==> config.mk <==
export PLATFORM = sky130hd
export DESIGN_NAME = pingpong_dma_ctrl
export DESIGN_NICKNAME = d
export VERILOG_FILES = /design/src/rtl/pp_pkg.sv /design/src/rtl/pp_regs.sv /design/src/rtl/pp_flags.sv /design/src/rtl/pp_seq.sv /design/src/rtl/pingpong_dma_ctrl.sv
export SDC_FILE = /design/constraint.sdc
export NUM_CORES = 1
export LEC_CHECK = 0
export BUFFER_PORTS_ARGS = -buffer_cell sky130_fd_sc_hd__buf_2
export CAP_MARGIN = 20
export CORE_MARGIN = 4
export CORE_UTILIZATION = 35
export CTS_CLUSTER_DIAMETER = 60
export CTS_CLUSTER_SIZE = 40
export DETAILED_ROUTE_END_ITERATION = 6
export PLACE_DENSITY = 0.63
export REMOVE_ABC_BUFFERS = 1
export SLEW_MARGIN = 40
export SYNTH_ARGS = -nofsm -noshare
export SYNTH_HDL_FRONTEND = slang
export SYNTH_SLANG_ARGS = --single-unit
==> constraint.sdc <==
create_clock -name clk -period 1.5 [get_ports clk]
set_input_delay 0.225 -clock clk [delete_from_list [all_inputs] [get_ports clk]]
set_output_delay 0.225 -clock clk [all_outputs]
set_load 0.02 [all_outputs]
==> src/rtl/pp_pkg.sv <==
package pp_pkg;
  localparam int DATA_W   = 32;
  localparam int ALIGN_W  = 6;
  localparam int RA_W     = 2;
  localparam int FLAG_N   = 4;
  localparam int F_BUF1   = 0;
  localparam int F_BUF2   = 1;
  localparam int F_UNDR   = 2;
  localparam int F_BERR   = 3;
  localparam int ACK_LSB  = 4;
  localparam int ACT_BIT  = 4;
  localparam logic [RA_W-1:0] REG_CTRL  = 2'd0;
  localparam logic [RA_W-1:0] REG_STAT  = 2'd1;
  localparam logic [RA_W-1:0] REG_BASE1 = 2'd2;
  localparam logic [RA_W-1:0] REG_BASE2 = 2'd3;
  localparam logic [FLAG_N-1:0] FLAG_RST = 4'b0011;
endpackage

==> src/rtl/pp_regs.sv <==
module pp_regs
  import pp_pkg::*;
#(
  parameter int DW = DATA_W,
  parameter int AW = ALIGN_W,
  localparam int BW = DW - AW
) (
  input  logic                 clk,
  input  logic                 rst_n,
  input  logic                 wr_en,
  input  logic [RA_W-1:0]      wr_addr,
  input  logic [DW-1:0]        wr_data,
  input  logic [RA_W-1:0]      rd_addr,
  output logic [DW-1:0]        rd_data,
  input  logic [FLAG_N-1:0]    flags,
  input  logic                 active,
  output logic [FLAG_N-1:0]    en,
  output logic [FLAG_N-1:0]    ack,
  output logic [1:0][BW-1:0]   base
);
  logic [FLAG_N-1:0] en_q;
  logic [BW-1:0]     base_q [2];

  always_ff @(posedge clk or negedge rst_n) begin
    if (!rst_n) en_q <= '0;
    else if (wr_en && wr_addr == REG_CTRL) en_q <= wr_data[FLAG_N-1:0];
  end

  // acknowledge bits are a one-cycle pulse, never stored
  assign ack = (wr_en && wr_addr == REG_CTRL) ? wr_data[ACK_LSB +: FLAG_N] : '0;
  assign en  = en_q;

  for (genvar b = 0; b < 2; b++) begin : g_base
    localparam logic [RA_W-1:0] MY_ADDR = (b == 0) ? REG_BASE1 : REG_BASE2;
    always_ff @(posedge clk or negedge rst_n) begin
      if (!rst_n) base_q[b] <= '0;
      else if (wr_en && wr_addr == MY_ADDR) base_q[b] <= wr_data[DW-1:AW];
    end
    assign base[b] = base_q[b];
  end

  always_comb begin
    rd_data = '0;
    unique case (rd_addr)
      REG_CTRL:  rd_data[FLAG_N-1:0] = en_q;
      REG_STAT:  begin
        rd_data[FLAG_N-1:0] = flags;
        rd_data[ACT_BIT]    = active;
      end
      REG_BASE1: rd_data = {base_q[0], {AW{1'b0}}};
      REG_BASE2: rd_data = {base_q[1], {AW{1'b0}}};
      default:   rd_data = '0;
    endcase
  end
endmodule

==> src/rtl/pp_flags.sv <==
module pp_flags
  import pp_pkg::*;
(
  input  logic              clk,
  input  logic              rst_n,
  input  logic [FLAG_N-1:0] set,
  input  logic [FLAG_N-1:0] clr,
  output logic [FLAG_N-1:0] flags
);
  logic [FLAG_N-1:0] flag_q;

  for (genvar i = 0; i < FLAG_N; i++) begin : g_flag
    always_ff @(posedge clk or negedge rst_n) begin
      if (!rst_n)      flag_q[i] <= FLAG_RST[i];
      else if (set[i]) flag_q[i] <= 1'b1;
      else if (clr[i]) flag_q[i] <= 1'b0;
    end

    AST_ACK_CLEARS: assert property (@(posedge clk) disable iff (!rst_n)
      (clr[i] && !set[i]) |=> !flags[i]);
    AST_SET_WINS: assert property (@(posedge clk) disable iff (!rst_n)
      set[i] |=> flags[i]);
  end

  assign flags = flag_q;
endmodule

==> src/rtl/pp_seq.sv <==
module pp_seq
  import pp_pkg::*;
#(
  parameter int DW = DATA_W,
  parameter int AW = ALIGN_W,
  localparam int BW = DW - AW
) (
  input  logic               clk,
  input  logic               rst_n,
  input  logic [1:0]         ack_buf,
  input  logic [1:0][BW-1:0] base,
  input  logic [1:0]         empty,
  input  logic               fetch_ready,
  input  logic               buf_done,
  output logic               fetch_valid,
  output logic [DW-1:0]      fetch_addr,
  output logic [1:0]         drain_set,
  output logic               underrun_set,
  output logic               active
);
  logic          act_q;
  logic          issued_q;
  logic [BW-1:0] cap_q [2];
  logic          other;
  logic          drain;

  assign other = ~act_q;
  assign drain = buf_done & issued_q;

  // address captured only when an empty buffer is handed back
  for (genvar b = 0; b < 2; b++) begin : g_cap
    always_ff @(posedge clk or negedge rst_n) begin
      if (!rst_n) cap_q[b] <= '0;
      else if (ack_buf[b] && empty[b]) cap_q[b] <= base[b];
    end
  end

  always_ff @(posedge clk or negedge rst_n) begin
    if (!rst_n) begin
      act_q    <= 1'b0;
      issued_q <= 1'b0;
    end else if (drain) begin
      act_q    <= other;
      issued_q <= 1'b0;
    end else if (fetch_valid && fetch_ready) begin
      issued_q <= 1'b1;
    end
  end

  assign fetch_valid  = ~empty[act_q] & ~issued_q;
  assign fetch_addr   = {cap_q[act_q], {AW{1'b0}}};
  assign drain_set    = drain ? (act_q ? 2'b10 : 2'b01) : 2'b00;
  assign underrun_set = drain & empty[other] & ~ack_buf[other];
  assign active       = act_q;

  AST_VALID_HOLD: assert property (@(posedge clk) disable iff (!rst_n)
    (fetch_valid && !fetch_ready) |=> (fetch_valid && $stable(fetch_addr)));
  AST_ONE_REQ: assert property (@(posedge clk) disable iff (!rst_n)
    (fetch_valid && fetch_ready) |=> !fetch_valid);
endmodule

==> src/rtl/pingpong_dma_ctrl.sv <==
module pingpong_dma_ctrl
  import pp_pkg::*;
(
  input  logic              clk,
  input  logic              rst_n,
  input  logic              wr_en,
  input  logic [RA_W-1:0]   wr_addr,
  input  logic [DATA_W-1:0] wr_data,
  input  logic [RA_W-1:0]   rd_addr,
  output logic [DATA_W-1:0] rd_data,
  output logic              fetch_valid,
  input  logic              fetch_ready,
  output logic [DATA_W-1:0] fetch_addr,
  input  logic              buf_done,
  input  logic              bus_err,
  output logic              irq
);
  localparam int BW = DATA_W - ALIGN_W;

  logic [FLAG_N-1:0] flags, en, ack, set;
  logic [1:0][BW-1:0] base;
  logic [1:0] drain_set;
  logic underrun_set, active;

  pp_regs #(.DW(DATA_W), .AW(ALIGN_W)) u_regs (
    .clk(clk), .rst_n(rst_n), .wr_en(wr_en), .wr_addr(wr_addr),
    .wr_data(wr_data), .rd_addr(rd_addr), .rd_data(rd_data),
    .flags(flags), .active(active), .en(en), .ack(ack), .base(base)
  );

  pp_seq #(.DW(DATA_W), .AW(ALIGN_W)) u_seq (
    .clk(clk), .rst_n(rst_n), .ack_buf(ack[F_BUF2:F_BUF1]), .base(base),
    .empty(flags[F_BUF2:F_BUF1]), .fetch_ready(fetch_ready),
    .buf_done(buf_done), .fetch_valid(fetch_valid), .fetch_addr(fetch_addr),
    .drain_set(drain_set), .underrun_set(underrun_set), .active(active)
  );

  always_comb begin
    set         = '0;
    set[F_BUF1] = drain_set[0];
    set[F_BUF2] = drain_set[1];
    set[F_UNDR] = underrun_set;
    set[F_BERR] = bus_err;
  end

  pp_flags u_flags (
    .clk(clk), .rst_n(rst_n), .set(set), .clr(ack), .flags(flags)
  );

  assign irq = |(flags & en);

  AST_DRAIN_EMPTIES: assert property (@(posedge clk) disable iff (!rst_n)
    (|drain_set) |=> (flags[$past(active)] && active != $past(active)));
  AST_UNDERRUN_SETS: assert property (@(posedge clk) disable iff (!rst_n)
    underrun_set |=> flags[F_UNDR]);
  AST_BUSERR_SETS: assert property (@(posedge clk) disable iff (!rst_n)
    bus_err |=> flags[F_BERR]);
  AST_IRQ_QUIET: assert property (@(posedge clk) disable iff (!rst_n)
    (en == '0) |-> !irq);
endmodule

# --- Word-level counts from Yosys, hierarchy flattened ---
# Cells that the tools add are included.
# W data, S select, Z words.
totals:
  regBits: 114
  input_bits: 42
  output_inout_bits: 66
  word_cells: 69
classes:
  mux: 25
  n_bitwise: 10
  order_cmp: 3
  reduce_logical: 15
  eq_ne: 5
ops:
  columns: ["operator", "n"]
  rows:
  - ["$mux W26", 3]
  - ["$pmux W27 S2", 1]
  - ["$mux W1", 17]
  - ["$pmux W4 S3", 1]
  - ["$reduce_bool A2 Y1", 5]
  - ["$eq A2 B2 Y1 const B", 4]
  - ["$logic_and A1 B1 Y1", 6]
  - ["$and A1 B1 Y1", 4]
  - ["$and A4 B4 Y4", 1]
  - ["$logic_not A2 Y1", 2]
  - ["$lt A1 B2 Y1 const B", 2]
  - ["$mux W2", 2]
  - ["$mux W4", 1]
  - ["$not A1 Y1", 4]
  - ["$reduce_or A4 Y1", 1]
  - ["$eq A2 B1 Y1 const B", 1]
  - ["$ge A2 B2 Y1 const B", 1]
  - ["$not A1 Y2", 1]
  - ["$reduce_or A2 Y1", 1]

# --- Logic depth before layout (Yosys ltp) ---
depth:
  ltp_word: 8
  ltp_mapped: 6
  mapped_depth_nobuf: 3

# --- Modules after synthesis ---
# A second synthesis with hierarchy kept.
unflattened:
  hier_cells: 369
  area_unflattened_um2: 5441.5
by_module_without_submodules:
  columns: ["mod", "cells_per_inst", "area_each_um2", "n_inst", "seq_area_each_um2"]
  rows:
  - ["pp_regs", 194, 2676.3, 1, 1401.3]
  - ["pp_seq", 160, 2598.7, 1, 1351.3]
  - ["pp_flags", 12, 147.6, 1, 102.6]
  - ["pingpong_dma_ctrl", 3, 18.8, 1, 0.0]

# --- Least setup slack after synthesis ---
# Ideal clock, no wire load.
synth_path:
  path_kind: "register to output"
  startpoint: "reg u_seq.act_q, in the netlist u_seq.active"
  endpoint: "out fetch_addr[10]"
  required_ns: 1.275
  path_buffers: 2
  arrival_ns: 1.312
  stages_incl_launch_ff: 4
  setup_slack_ns: -0.037
  cell_sequence: "dfrtp_1 clkbuf_1 buf_1 mux2_2"
synth_between:
  elab_chain_cells: 4
synth_lines:
  columns: ["element", "line", "rtl"]
  rows:
  - ["start: declaration", "pp_seq.sv:21", "logic act_q;"]
  - ["start signal: assignment", "pp_seq.sv:43", "act_q <= other;"]
  - ["$not A1 Y2 (not written as such)", "pp_seq.sv:51", "assign fetch_addr = {cap_q[act_q], {AW{1'b0}}};"]
  - ["$mux W26 (not written as such) (3 in a row)", "pp_seq.sv:51", null]
  - ["end: declaration", "pingpong_dma_ctrl.sv:13", "output logic [DATA_W-1:0] fetch_addr,"]
# Every way passes these cells. The select of a mux whose other input is x is not followed.

# --- Final worst setup path ---
layout_path:
  startpoint: "reg u_seq.act_q, in the netlist u_seq.active"
  endpoint: "out fetch_addr[12]"
# The elaborated chain is that of the path after synthesis.

==> out/metrics.yaml <==
run_status:
  outcome: "complete, but fails checks"
  violations: "setup timing"
clocking:
  cts_buffer_depth: 2
  cts_made_buffers: 17
  clk_pin_slew_ps: 50
  clock_latency_ps: 400
  ctsRootBufferMaster: "clkbuf_16"
  cts.sinks: 114
  cts_tree: "yes"
  ctsHtreeMaxLevel: 4
placed_design:
  hpwl_um: 8220
  io_buffers: 100
  place.gp.congestion: 0.706
detailed_routing:
  routedWlPerCell_um: 18.2
  finalWirelength_um: 12500
  firstDrtPassIters: 4
  vias: 3338
  drc: 0
  final_antenna_net_count: 0
  drt_iter0_markers: 147
  vias_per_cell: 4.87
setup_path:
  timing.rr.start: "u_flags.flags[0]"
  cp-end-kind: "output port"
  rrSetupSlack_ps: -60
  slowest_stage: "dfrtp_2"
  startpoint_type: "flip-flop"
  cp.arrival_ps: 1540
  r2r_end: "u_seq.cap_q[48]"
  cp_max_fo: 19
  crit_path_max_incr_delay_ps: 420
  crit_chain: "buf_12 > mux2_2 > buf_2"
  critPathRequiredTime_ps: 1270
  crit_type: "flip-flop to output port"
  crit_path_start: "u_seq.active"
  r2r_cells: 4
  crit_end: "fetch_addr[12]"
pwr:
  power.internal_uw: 9560
  leakagePower_uw: 0.00339
  ir_drop_uv: 955
  power_frac_seq_pct: 35.5
  switching_share_pct: 30.5
  combPwrFrac_pct: 36.1
  pwr-share-clk_pct: 28.4
  power.switching_uw: 4200
  power_density_nw_per_um2: 1930
synthesis:
  yosys_warnings: 0
  muxShareOfSynthArea_pct: 36.0
  yosysUniqueCellTypes: 29
  ys_top_cells_by_area: "dfrtp_1, mux2_2, mux2i_1"
  synthCells: 364
  syn-cell-area_sq_um: 5290
  synth-simple-area-share_pct: 4.87
  synth_top_flop_cell: "dfrtp_1"
  async_flop_share_pct: 100
  synth_compound_area_share_pct: 1.37
  synth_top_area_share_pct: 52.9
  ys_ff_latch: 114
  synth_top_family_by_area: "multiplexers"
  synth_adder_area_share_pct: 0
  synth.avg_cell_area_sq_um: 14.5
  synthTopCellsByCount: "mux2_2, dfrtp_1, mux2i_1"
  yosysMostFrequentCell: "mux2_2"
  synth_top_area_cell: "dfrtp_1"
  synth-seq-area-share_pct: 53.9
  synth_edf_count: 0
  synth_xor_area_share_pct: 0.165
cells_and_area:
  fillers: 1270
  fin_util_pct: 48.5
  multi_input_area_sq_um: 2430
  diodes: 0
  fin_nets: 533
  drive_gt1_share_pct: 60.6
  areaGrowthSynthToFinish_pct: 34.6
  regArea_sq_um: 2860
global_route:
  track_usage_pct: 14.7
  grt_pass1_wl_um: 19100
  grt_overflow: 0
  grt_max_degree: 38
  grt_pass1_vias: 3642
  antenna_found_initial: 0
floorplanning:
  start_util_pct: 36.0
  die_y_um: 131
  io_pins: 108
  rows: 44
  fp.dieW_um: 131
  core-area_sq_um: 14700
  die-area_sq_um: 17200
timing:
  rsz0062_at_grt: "true"
  setup_viol: 73
  worst_slack_ps: -267
  slew_viol_final: 0
  maxClockFrequency_mhz: 566
  period_minus_slack_ps: 1770
  worst_clock_skew_ps: 6.51
  hold-worst-slack_ps: 19.8
  period_share_pct: 118
  hold_viol_final: 0
run:
  drv_cap: 0
min_path:
  hp-class: "input port to flip-flop"
power groups by stage:
stage	combinational (uW)	sequential [uW]	clock, uW
after CTS	4630	4840	3980
final	4970	4880	3910
after global routing	5310	5020	4150
after detailed placement	4420	4850	0
after floorplan	2940	4720	0
after global placement	4350	4790	0
repair_timing:
action / 4_1_cts / 5_1_grt
gates cloned: 0 / 4
setup buffers: 3 / 4
hold buffers: 1 / 0
pin swaps: 2 / 2
setup endpoints to repair: 31 / 64
hold endpoints to repair: 21 / 0
gates resized for setup: 17 / 42
routing by layer:
metal | vias to the layer above | global-route usage, % | part of all wire, %
li1 | 1540 | - | -
met1 | 1697 | 18.2 | 44
met2 | 89 | 24.9 | 50
met3 | 12 | 4.43 | 4.9
met4 | 0 | 4.30 | 1.0
met5 | - | 0 | 0
per-stage QoR:
| stage | cell area [sq um] | setup TNS (ps) | total power [uW] | setup WS, ps | instances |
|---|---|---|---|---|---|
| after floorplan | 5130 | -22670 | 7650 | -491 | 341 |
| after global placement | 6180 | -1000 | 9140 | -40.1 | 645 |
| after detailed placement | 6180 | -1930 | 9270 | -71.2 | 645 |
| after CTS | 6850 | -7400 | 13400 | -283 | 678 |
| after global routing | 7130 | -11130 | 14500 | -321 | 686 |
| final | 7130 | -7830 | 13800 | -267 | 686 |
worst min path at each step:
stage | end | slack [ps] | cells after the start | start
floorplan | u_flags.flags[2] | -70 | 0 | rst_n
global placement | u_seq.cap_q[49] | 170 | 1 | rst_n
detailed placement | u_seq.cap_q[49] | 180 | 1 | rst_n
CTS | u_flags.flags[3] | 5 | 2 | bus_err
global route | u_flags.flags[3] | 4 | 2 | bus_err
finish | u_flags.flags[3] | 20 | 2 | bus_err
area by class of cell:
cell class              count  area share (%)
clock inverters             5            1.05
repair buffers            131            14.4
clock buffers              25            7.09
flip-flops and latches    114            40.1
well taps                 184            3.23
multi-input cells         226            34.1
inverters                   1          0.0527
critical path: cells and delay by family (launching register included):
kind | cells | cell delay (ps)
buf+inv | 2 | 340
mux | 1 | 370
flops | 1 | 420
state kept, by name, indices dropped and copies added (netlist names):
| name | cells |
|---|---|
| u_seq.cap_q | 52 |
| u_flags.flags | 4 |
| u_seq.active | 1 |
| u_seq.issued_q | 1 |
| u_regs.en | 4 |
| u_regs.base | 52 |
layout by cell type, fill, tap and decap left out, drive strengths merged, types with 3 or more instances in the layout:
cell      n
mux2i    31
dfrtp   112
clkinv    3
conb      7
mux2    135
nor2b    27
clkbuf   29
nand2     6
nor2      4
buf     126
cell families after synthesis:
logic type | Yosys count
compound gates | 9
xor+xnor | 1
buf+inv | 30
flops | 114
mux | 166
other cells | 1
simple gates | 43
Power figures use the tool's default switching activity.
